--- src/rtl/iw_pkg.sv ---
// Package: shared parcel type and the control-flow opcode match table.
// Assumes the instruction length bit is bit 0 of the first parcel.
package iw_pkg;
    localparam int PARCEL_W = 16;
    typedef logic [PARCEL_W-1:0] parcel_t;

    localparam int N_CTRL = 4;
    localparam parcel_t CTRL_VAL  [N_CTRL] = '{16'h003C, 16'h005E, 16'h001D, 16'h006D};
    localparam parcel_t CTRL_MASK [N_CTRL] = '{16'h00FF, 16'h00FF, 16'h00FF, 16'h00FF};

    // Returns 1 when a first parcel matches any control-flow table entry.
    function automatic logic is_ctrl(parcel_t p);
        logic m;
        m = 1'b0;
        for (int k = 0; k < N_CTRL; k++) begin
            if (((p ^ CTRL_VAL[k]) & CTRL_MASK[k]) == '0) m = 1'b1;
        end
        return m;
    endfunction
endpackage

--- src/rtl/iw_parcel_ring.sv ---
// Parcel ring: circular storage of DEPTH parcels with head/tail pointers
// and an occupancy count. Presents the contents rotated so that view_o[0]
// is the head parcel. Assumes the caller never pushes without room and
// never retires more parcels than are held. Flush overrides push and retire.
module iw_parcel_ring
    import iw_pkg::*;
#(
    parameter int DEPTH  = 12,
    parameter int WORD_P = 4,
    localparam int PTR_W = $clog2(DEPTH),
    localparam int CNT_W = $clog2(DEPTH + 1),
    localparam int RET_W = 3
) (
    input  logic                         clk,
    input  logic                         rst_n,
    input  logic                         flush_i,
    input  logic                         push_i,
    input  logic [WORD_P*PARCEL_W-1:0]   word_i,
    input  logic [RET_W-1:0]             retire_i,
    output logic [CNT_W-1:0]             count_o,
    output parcel_t [DEPTH-1:0]          view_o
);
    logic [PTR_W-1:0] rd_q, wr_q;
    logic [CNT_W-1:0] cnt_q;
    parcel_t          mem_q [DEPTH];
    logic [PTR_W-1:0] wr_idx [WORD_P];

    // Modular pointer advance for a non-power-of-two depth.
    function automatic logic [PTR_W-1:0] wrap(logic [PTR_W-1:0] p, int unsigned n);
        int unsigned s;
        s = 32'(p) + n;
        if (s >= DEPTH) s = s - DEPTH;
        return PTR_W'(s);
    endfunction

    // Rotate storage so that the head parcel appears at index 0.
    for (genvar i = 0; i < DEPTH; i++) begin : g_view
        assign view_o[i] = mem_q[wrap(rd_q, i)];
    end

    // Storage slot that each parcel of an incoming word lands in.
    for (genvar k = 0; k < WORD_P; k++) begin : g_widx
        assign wr_idx[k] = wrap(wr_q, k);
    end

    // Pointer, count and storage update.
    always_ff @(posedge clk) begin
        if (!rst_n) begin
            rd_q  <= '0;
            wr_q  <= '0;
            cnt_q <= '0;
            for (int i = 0; i < DEPTH; i++) mem_q[i] <= '0;
        end else if (flush_i) begin
            rd_q  <= '0;
            wr_q  <= '0;
            cnt_q <= '0;
        end else begin
            if (push_i) begin
                for (int k = 0; k < WORD_P; k++) begin
                    mem_q[wr_idx[k]] <= word_i[k*PARCEL_W +: PARCEL_W];
                end
                wr_q <= wrap(wr_q, WORD_P);
            end
            rd_q  <= wrap(rd_q, 32'(retire_i));
            cnt_q <= cnt_q - CNT_W'(retire_i) + (push_i ? CNT_W'(WORD_P) : '0);
        end
    end

    assign count_o = cnt_q;
endmodule

--- src/rtl/iw_head_extract.sv ---
// Head extract: from the first four parcels and the count, forms the two
// issue slots and the number of parcels to retire for the requested take.
// Assumes count_i never exceeds the ring depth.
module iw_head_extract
    import iw_pkg::*;
#(
    parameter int DEPTH  = 12,
    localparam int CNT_W = $clog2(DEPTH + 1),
    localparam int INS_W = 2 * PARCEL_W
) (
    input  parcel_t [3:0]     head_i,
    input  logic [CNT_W-1:0]  count_i,
    input  logic [1:0]        take_i,
    output logic              s0_valid_o,
    output logic              s0_long_o,
    output logic [INS_W-1:0]  s0_instr_o,
    output logic              s1_valid_o,
    output logic              s1_long_o,
    output logic [INS_W-1:0]  s1_instr_o,
    output logic [2:0]        retire_o
);
    int      cnt, off1, want, have, n_take;
    parcel_t first1, second1;

    // Slot decode and retire count.
    always_comb begin
        cnt        = int'(count_i);
        s0_long_o  = head_i[0][0];
        s0_valid_o = (cnt >= 1) && (!s0_long_o || cnt >= 2);
        s0_instr_o = s0_long_o ? {head_i[1], head_i[0]} : {{PARCEL_W{1'b0}}, head_i[0]};

        off1       = s0_long_o ? 2 : 1;
        first1     = s0_long_o ? head_i[2] : head_i[1];
        second1    = s0_long_o ? head_i[3] : head_i[2];
        s1_long_o  = first1[0];
        s1_valid_o = s0_valid_o && (cnt > off1) && (!s1_long_o || cnt >= off1 + 2);
        s1_instr_o = s1_long_o ? {second1, first1} : {{PARCEL_W{1'b0}}, first1};

        want   = (take_i == 2'd0) ? 0 : (take_i == 2'd1) ? 1 : 2;
        have   = int'(s0_valid_o) + int'(s1_valid_o);
        n_take = (want < have) ? want : have;
        retire_o = 3'((n_take >= 1) ? (s0_long_o ? 2 : 1) : 0)
                 + 3'((n_take >= 2) ? (s1_long_o ? 2 : 1) : 0);
    end
endmodule

--- src/rtl/iw_branch_scan.sv ---
// Branch scan: walks instruction boundaries from the head across the whole
// window and flags any complete instruction whose first parcel matches the
// control-flow table. Assumes view_i[0] is the head parcel.
module iw_branch_scan
    import iw_pkg::*;
#(
    parameter int DEPTH  = 12,
    localparam int CNT_W = $clog2(DEPTH + 1)
) (
    input  parcel_t [DEPTH-1:0] view_i,
    input  logic [CNT_W-1:0]    count_i,
    output logic                has_branch_o
);
    logic sp1, lp1, sp2, lp2, cur, whole;

    // Serial boundary walk with the two previous positions carried along.
    always_comb begin
        sp1 = 1'b0; lp1 = 1'b0; sp2 = 1'b0; lp2 = 1'b0;
        cur = 1'b0; whole = 1'b0;
        has_branch_o = 1'b0;
        for (int i = 0; i < DEPTH; i++) begin
            cur   = (i == 0) ? 1'b1 : ((sp1 && !lp1) || (sp2 && lp2));
            whole = cur && (i < int'(count_i))
                    && (!view_i[i][0] || (i + 1 < int'(count_i)));
            if (whole && is_ctrl(view_i[i])) has_branch_o = 1'b1;
            sp2 = sp1;
            lp2 = lp1;
            sp1 = cur;
            lp1 = view_i[i][0];
        end
    end
endmodule

--- src/rtl/instr_window.sv ---
// Instruction window top: joins the parcel ring, the head extractor and the
// branch scan, and derives the fetch-side flags. Assumes take_i never asks
// for more than the issue logic can use; excess requests are clamped.
module instr_window
    import iw_pkg::*;
#(
    parameter int DEPTH  = 12,
    parameter int WORD_P = 4,
    localparam int CNT_W = $clog2(DEPTH + 1),
    localparam int FW    = WORD_P * PARCEL_W,
    localparam int INS_W = 2 * PARCEL_W
) (
    input  logic              clk,
    input  logic              rst_n,
    input  logic              flush_i,
    input  logic              fetch_valid_i,
    input  logic [FW-1:0]     fetch_word_i,
    input  logic [1:0]        take_i,
    output logic              slot0_valid_o,
    output logic              slot0_long_o,
    output logic [INS_W-1:0]  slot0_instr_o,
    output logic              slot1_valid_o,
    output logic              slot1_long_o,
    output logic [INS_W-1:0]  slot1_instr_o,
    output logic [CNT_W-1:0]  level_o,
    output logic              full_o,
    output logic              refill_req_o,
    output logic              has_branch_o
);
    logic [CNT_W-1:0]    count;
    parcel_t [DEPTH-1:0] view;
    logic [2:0]          retire;
    logic                push;

    // Fetch-side flags: room for a word now, and after this cycle's retirement.
    always_comb begin
        full_o       = (DEPTH - int'(count)) < WORD_P;
        refill_req_o = (DEPTH - (int'(count) - int'(retire))) >= WORD_P;
        push         = fetch_valid_i && !full_o && !flush_i;
    end

    iw_parcel_ring #(.DEPTH(DEPTH), .WORD_P(WORD_P)) u_ring (
        .clk      (clk),
        .rst_n    (rst_n),
        .flush_i  (flush_i),
        .push_i   (push),
        .word_i   (fetch_word_i),
        .retire_i (retire),
        .count_o  (count),
        .view_o   (view)
    );

    iw_head_extract #(.DEPTH(DEPTH)) u_head (
        .head_i     (view[3:0]),
        .count_i    (count),
        .take_i     (take_i),
        .s0_valid_o (slot0_valid_o),
        .s0_long_o  (slot0_long_o),
        .s0_instr_o (slot0_instr_o),
        .s1_valid_o (slot1_valid_o),
        .s1_long_o  (slot1_long_o),
        .s1_instr_o (slot1_instr_o),
        .retire_o   (retire)
    );

    iw_branch_scan #(.DEPTH(DEPTH)) u_scan (
        .view_i       (view),
        .count_i      (count),
        .has_branch_o (has_branch_o)
    );

    assign level_o = count;
endmodule

--- config.mk ---
export PLATFORM = sky130hd
export DESIGN_NAME = instr_window
export DESIGN_NICKNAME = d
export VERILOG_FILES = /design/src/rtl/iw_pkg.sv /design/src/rtl/iw_parcel_ring.sv /design/src/rtl/iw_head_extract.sv /design/src/rtl/iw_branch_scan.sv /design/src/rtl/instr_window.sv
export SDC_FILE = /design/constraint.sdc
export NUM_CORES = 1
export LEC_CHECK = 0
export ABC_CLOCK_PERIOD_IN_PS = 10200
export BUFFER_PORTS_ARGS = -buffer_cell sky130_fd_sc_hd__buf_2
export CORE_MARGIN = 2
export CORE_UTILIZATION = 55
export CTS_CLUSTER_DIAMETER = 150
export DETAILED_ROUTE_END_ITERATION = 6
export PLACE_DENSITY = 0.76
export SLEW_MARGIN = 10
export SYNTH_ARGS = -nofsm -noshare
export SYNTH_HDL_FRONTEND = slang
export SYNTH_SLANG_ARGS = --single-unit
export TNS_END_PERCENT = 1
--- constraint.sdc ---
create_clock -name clk -period 10.2 [get_ports clk]
set_clock_uncertainty 0.2 [all_clocks]
set_input_delay 2.04 -clock clk [delete_from_list [all_inputs] [get_ports clk]]
set_output_delay 2.04 -clock clk [all_outputs]
set_load 0.02 [all_outputs]
# Yosys cells after proc, flatten, opt, wreduce, memory -nomap -nowiden
# Memory sizes are Yosys's and may differ from the RTL's.
# Index checks and enable logic that the tools add are counted.
[totals] in_bits=70 regBits=12 n_memories=1 ram_bits=192
[op_classes] magnitude_cmp=40 n_reduce_logical=152 addsub=42 n_eq_ne=1 n_mux=107 n_bitwise=49
[mem_list] name="u_ring.mem_q" depth=12 width=16 read_ports=12 rd_ports_with_merged_regs=0 write_ports=12 line="iw_parcel_ring.sv:25" source="parcel_t mem_q [DEPTH];"
[op_table] op="$logic_not 16->1" n=48
[op_table] op="$mux 32" n=4
[op_table] op="$not 5->5" n=24
[op_table] op="$mux 16" n=6
[op_table] op="$not 4->4" n=24
[op_table] op="$mux 4" n=22
[op_table] op="$ge 5x4->1 const B" n=16
[op_table] op="$sub 4x4->4 const B" n=18
[op_table] op="$mux 1" n=69
[op_table] op="$reduce_or 16->1" n=4
[op_table] op="$logic_and 1x1->1" n=59
[op_table] op="$add 32x3->32 const B" n=1
[op_table] op="$ge 32x2->1 const B" n=1
[op_table] op="$ge 32x3->1 const B" n=1
[op_table] op="$ge 5x32->1" n=1
[op_table] op="$gt 5x32->1" n=1
[op_table] op="$lt 32x32->1" n=1
[op_table] op="$add 4x3->5 const B" n=5
[op_table] op="$logic_or 1x1->1" n=24
[op_table] op="$add 4x2->5 const B" n=4
[op_table] op="$add 4x4->5 const B" n=4
[op_table] op="$lt 4x4->1 const A" n=5
[op_table] op="$lt 3x4->1 const A" n=4
[op_table] op="$logic_not 1->1" n=15
[op_table] op="other kinds (22)" n=30

# Longest topological paths before layout
# An unclocked memory read counts as a cell.
[depth] ltp_word=29 mapped_depth=35 ltp_nobuf=32

# Cells and area by module
# From an unflattened synthesis, not the netlist that was laid out.
[hier_totals] cells_unflattened=1758 area_unflattened_um2=24186.9
[modules_own_cells] module="iw_parcel_ring" area_per_inst_um2=22032.4 instances=1 cells_each=1442
[modules_own_cells] module="iw_branch_scan" area_per_inst_um2=1023.5 instances=1 cells_each=172
[modules_own_cells] module="iw_head_extract" area_per_inst_um2=962.2 instances=1 cells_each=124
[modules_own_cells] module="instr_window" area_per_inst_um2=168.9 instances=1 cells_each=20

# Least setup slack after synthesis
# No wires, ideal clock.
[synth_timing] kind="reg-to-output" from="reg u_ring.rd_q[0]" to="out refill_req_o" slack_ns=0.765 required_ns=7.960 t_arrival_ns=7.195 path_buffers=5 path_stages_with_launch=31 cell_sequence="dfxtp_1 > buf_6 > buf_4 > inv_2 > buf_1 > ha_1 > buf_2 > mux4_2 > o32ai_1 > mux2_2 > nor3_1 > clkbuf_1 > nor2_1 > inv_1 > a311oi_1 > ha_1 > inv_1 > ha_1 > nor2_1 > o22a_1 > nor2_1 > nor2_1 > ha_1 > fa_1 > inv_1 > fa_1 > nor2b_1 > nand2_1 > nand3_1 > o22ai_1 > a32oi_1"
[synth_via] elab_chain_len=17
[synth_rtl] element="from (decl)" line="iw_parcel_ring.sv:23" source="logic [PTR_W-1:0] rd_q, wr_q;"
[synth_rtl] element="from (signal assigned)" line="iw_parcel_ring.sv:64" source="rd_q <= wrap(rd_q, 32'(retire_i));"
[synth_rtl] element="$add 4x1->5 / $add 4x2->5 (equally long branches)" line="iw_parcel_ring.sv:31" source="s = 32'(p) + n;"
[synth_rtl] element="$sub 4x4->4 / $ge 5x4->1 (equally long branches)" line="iw_parcel_ring.sv:32" source="if (s >= DEPTH) s = s - DEPTH;"
[synth_rtl] element="$mux 4" line="iw_parcel_ring.sv:32"
[synth_rtl] element="$mem_v2 12x16 *"
[synth_rtl] element="$mux 16 *" line="iw_head_extract.sv:33" source="first1 = s0_long_o ? head_i[2] : head_i[1];"
[synth_rtl] element="net slot1_long_o" line="instr_window.sv:23" source="output logic slot1_long_o,"
[synth_rtl] element="$logic_not 1->1 *" line="iw_head_extract.sv:36" source="s1_valid_o = s0_valid_o && (cnt > off1) && (!s1_long_o || cnt >= off1 + 2);"
[synth_rtl] element="$logic_or 1x1->1 *" line="iw_head_extract.sv:36"
[synth_rtl] element="[1 not listed]"
[synth_rtl] element="net slot1_valid_o" line="instr_window.sv:22" source="output logic slot1_valid_o,"
[synth_rtl] element="[1 not listed]"
[synth_rtl] element="$lt 32x32->1" line="iw_head_extract.sv:41" source="n_take = (want < have) ? want : have;"
[synth_rtl] element="$mux 32 *" line="iw_head_extract.sv:41"
[synth_rtl] element="$ge 32x2->1 / $ge 32x3->1 (equally long branches)" line="iw_head_extract.sv:42, iw_head_extract.sv:43"
[synth_rtl] element="$mux 3 (on tied branches)" line="iw_head_extract.sv:42, iw_head_extract.sv:43"
[synth_rtl] element="$add 3x3->3 *" line="iw_head_extract.sv:43" source="+ 3'((n_take >= 2) ? (s1_long_o ? 2 : 1) : 0);"
[synth_rtl] element="$sub 4x3->5 *" line="instr_window.sv:38" source="refill_req_o = (DEPTH - (int'(count) - int'(retire))) >= WORD_P;"
[synth_rtl] element="$sub 5x5->6 *" line="instr_window.sv:38"
[synth_rtl] element="$ge 6x4->1 *" line="instr_window.sv:38"
[synth_rtl] element="to (decl)" line="instr_window.sv:27" source="output logic refill_req_o,"
# The timed path passes the listed nets; every way through them passes the cells marked *.

# Final worst setup path
[layout_timing] from="reg u_ring.rd_q[1]" to="out refill_req_o"
[layout_via] elab_chain_len=17
[layout_rtl] element="$sub 4x4->4 (tied with other cells)" line="iw_parcel_ring.sv:32"
[layout_rtl] element="$mux 4 (tied with other cells)" line="iw_parcel_ring.sv:32"
[layout_rtl] element="$mem_v2 12x16 *"
[layout_rtl] element="$mux 2 (tied with other cells)" line="iw_head_extract.sv:32, iw_head_extract.sv:42"
[layout_rtl] element="$add 32x3->32 (tied with other cells)" line="iw_head_extract.sv:36"
[layout_rtl] element="$ge 5x32->1 (tied with other cells)" line="iw_head_extract.sv:36"
[layout_rtl] element="$logic_or 1x1->1 / $logic_and 1x1->1 (equally long branches)" line="iw_head_extract.sv:36"
[layout_rtl] element="$logic_and 1x1->1" line="iw_head_extract.sv:36"
[layout_rtl] element="$add 1x1->2" line="iw_head_extract.sv:40" source="have = int'(s0_valid_o) + int'(s1_valid_o);"
[layout_rtl] element="$lt 32x32->1" line="iw_head_extract.sv:41"
[layout_rtl] element="$mux 32" line="iw_head_extract.sv:41"
[layout_rtl] element="$ge 32x2->1 / $ge 32x3->1 (equally long branches)" line="iw_head_extract.sv:42, iw_head_extract.sv:43"
[layout_rtl] element="$mux 3 (on tied branches)" line="iw_head_extract.sv:42, iw_head_extract.sv:43"
[layout_rtl] element="$add 3x3->3 *" line="iw_head_extract.sv:43"
[layout_rtl] element="$sub 4x3->5 *" line="instr_window.sv:38"
[layout_rtl] element="$sub 5x5->6 *" line="instr_window.sv:38"
[layout_rtl] element="$ge 6x4->1 *" line="instr_window.sv:38"
# Mark *: on every way between the ends. The rest lies on a longest branch, timed or not.

==> impl_metrics.yaml <==
run_status:
  status: "finished clean"
timing:
  rsz0062_at_grt: "no"
  slew_headroom_pct: 14.4
  worst_pin_slew_ps: 1280
  fin_ws_ps: 503
  final_max_slew_viol_count: 0
  hold_viol: 0
  finalSetupTns_ps: 0
  max_freq_mhz: 103
  min_period_over_period_pct: 95.1
  finalSetupViolCount: 0
  fin_crit_ps: 9700
placement:
  io_buffers: 144
  dp_slack_ps: 901
  placed_area_um2: 23200
  place_hpwl_um: 46600
  gp_congestion: 1.01
clock_network:
  numCtsBuffers: 30
  clkSinkCount: 266
  path_clk_slew_ps: 60
  cts_tree: "built"
  root_buffer: "clkbuf_16"
  clockBufferDepth: 3
  insertion_delay_ps: 590
  cts_hold_buf: 0
  h-tree-depth: 1
yosys:
  synth.top_cell.area_share_pct: 34.8
  syn_nets: 1768
  synth_edf_count: 256
  synth_cell_type_count: 87
  synth_top_family_by_area: "multiplexers"
  synth-simple-area-share_pct: 12.0
  syn-instance-count: 1646
  netlist_area_um2: 22100
  synthTopCellsByArea: "edfxtp_1 (35%), mux4_2 (32%), mux2i_1 (5.3%), and3_1 (3.8%), ha_1 (2.7%)"
  synth_compound_area_share_pct: 5.70
  yosysTopAreaCell: "edfxtp_1"
  async_reset_ff_share_pct: 0
  synth_xor_area_share_pct: 0.713
  syn_area_per_cell_um2: 13.4
  synth_mux_area_share_pct: 38.9
  synth-main-ff-cell: "edfxtp_1"
  synthAdderAreaFrac_pct: 3.11
  yosys-top-cells-count: "mux4_2 (310), edfxtp_1 (256), and3_1 (133)"
  yosysSeqAreaShare_pct: 35.7
  ys_warn_count: 0
  ys_seq_elements: 266
  yosysMostFrequentCell: "mux4_2"
global_route:
  overflow: 0
  grt_antenna_before_repair: 1
  track_usage_pct: 32.6
  grt_pass1_vias: 16220
  grt_pass1_wl_um: 101000
  grt_start_max_net_pins: 90
cells_and_area:
  final-seq-area_um2: 7900
  nets: 1843
  final_cell_area_um2: 24200
  area_growth_pct: 9.65
  fill_cells: 2949
  multi_input_area_um2: 13500
  drive_gt1_share_pct: 35.1
pwr:
  p_total_mw: 5.19
  cellPowerDensity_nw_per_um2: 214
  peakVddDrop_mv: 0.165
  leakagePower_nw: 8.94
floorplan:
  rows: 73
  die_w_um: 205
  core_um2: 39700
  dieArea_um2: 41800
  die_h_um: 205
  initial_core_util_pct: 55.6
  io-pin-count: 145
worst_setup_path:
  worst-path-buf-inv: 7
  cp.arrival_ps: 7460
  critPathTopFamily: "adder cells"
  worstRegToRegCells: 34
  rr_endpoint: "u_ring.rd_q[2]$_SDFF_PP0_"
  slowest_delay_ps: 570
  critPathRequiredTime_ps: 7960
  path_class: "register to primary output"
  worst_setup_path_start_kind: "register"
  cpMaxStageDelayCell: "dfxtp_4"
  path_max_fanout: 19
  rrSetupSlack_ps: 2920
  r2r_start: "u_ring.rd_q[1]$_SDFF_PP0_"
  critPathCaptureType: "primary output"
detailed_routing:
  drtIter0Drc: 2343
  drtPass1Iterations: 7
  drt-vias-per-instance: 7.36
  wirelength_um: 68000
  post_drt_wl_per_cell_um: 29.9
  drc_errors: 0
  vias: 16711
  ant_nets: 0
job:
  drv_cap: 0
worst_hold_path:
  min_to: "u_ring.wr_q[3]$_SDFFE_PP0P_"
  hold_path_class: "register to register"
  worstHoldStart: "u_ring.wr_q[3]$_SDFFE_PP0P_"
  min_path_cells: 2
[sequential cells by signal, summed over array words and instances, names as in the netlist]
| signal | count |
|---|---|
| u_ring.mem_q | 256 |
| u_ring.wr_q | 2 |
| u_ring.rd_q | 4 |
| u_ring.count_o | 4 |
[routing by layer]
metal / GRT usage [%] / up-vias / share of wire (%)
met4: 12.9 / 0 / 3.8
met5: 0 / - / 0
met3: 6.95 / 164 / 12
met2: 49.8 / 1236 / 46
met1: 46.0 / 8441 / 38
li1: - / 6870 / -
[worst max path at each step]
stage | startpoint | slack [ps] | endpoint | depth (start not counted)
floorplan | u_ring.rd_q[0]$_SDFF_PP0_ | 770 | refill_req_o | 30
global placement | u_ring.rd_q[1]$_SDFF_PP0_ | 1080 | refill_req_o | 31
detailed placement | u_ring.rd_q[1]$_SDFF_PP0_ | 900 | refill_req_o | 31
CTS | u_ring.rd_q[1]$_SDFF_PP0_ | 240 | refill_req_o | 31
global route | u_ring.rd_q[0]$_SDFF_PP0_ | 30 | refill_req_o | 30
finish | u_ring.rd_q[1]$_SDFF_PP0_ | 500 | refill_req_o | 32
[cell usage in the layout (no fill, tap or decap), types with 6 or more instances in the layout]
| cell | count |
|---|---|
| mux2_2 | 23 |
| and3_1 | 132 |
| clkbuf_16 | 30 |
| edfxtp_1 | 256 |
| a211oi_1 | 8 |
| o211ai_1 | 10 |
| a31oi_1 | 9 |
| xnor2_1 | 11 |
| clkinv_1 | 6 |
| ha_1 | 42 |
| nand2b_1 | 6 |
| o31ai_1 | 6 |
| nor4_1 | 6 |
| mux2i_1 | 117 |
| buf_4 | 40 |
| nand3_1 | 19 |
| o21ai_0 | 21 |
| nand2_1 | 94 |
| clkinv_2 | 6 |
| nand3b_1 | 16 |
| nor2b_1 | 18 |
| a21o_1 | 9 |
| and2_1 | 77 |
| dfxtp_1 | 8 |
| a21oi_1 | 52 |
| nor3_1 | 15 |
| mux4_1 | 7 |
| inv_1 | 39 |
| buf_2 | 144 |
| mux4_2 | 310 |
| nor2_1 | 70 |
[layout make-up]
type,instances,area share [%]
inverters,43,0.676
clock inverters,22,0.841
well taps,525,2.71
flip-flops and latches,266,32.6
clock buffers,34,3.16
multi-input cells,1193,55.6
diodes,1,0.0103
repair buffers,187,4.46
[through the flow]
| stage | util (%) | cells | hold slack, ps |
|---|---|---|---|
| detailed placement | 58.4 | 2213 | 325 |
| CTS | 60.8 | 2269 | 333 |
| finish | 61.0 | 2271 | 326 |
| global route | 61.0 | 2271 | 360 |
| floorplan | - | 1646 | 285 |
| global placement | 58.4 | 2213 | 310 |
[cells by family after synthesis]
kind of cell	count (synthesis)
simple gates	490
mux	458
flops	266
buf+inv	187
compound gates	178
fa+ha+maj	52
xor+xnor	15
[power breakdown]
group | switching [mW] | leakage, nW | total (mW) | internal [mW]
combinational | 1.60 | 5.83 | 2.79 | 1.19
sequential | 0.0930 | 2.65 | 1.34 | 1.25
clock | 0.469 | 0.463 | 1.06 | 0.595
total | 2.16 | 8.94 | 5.19 | 3.03
[worst register-to-register path, delay by kind of cell, from the launching register on]
kind	cells	cell delay (ps)
AO/OA/AOI/OAI	7	1260
XOR/XNOR	1	170
adder cells (fa/ha/maj)	8	2280
buffers and inverters	5	740
flip-flops	1	570
multiplexers	1	160
AND/OR/NAND/NOR	12	1810
[timing repair]
action / 4_1_cts / 5_1_grt
setup buffers: 0 / 1
gates resized for setup: 0 / 11
endpoints found under the setup margin: 0 / 1
Power figures use the tool's default switching activity.
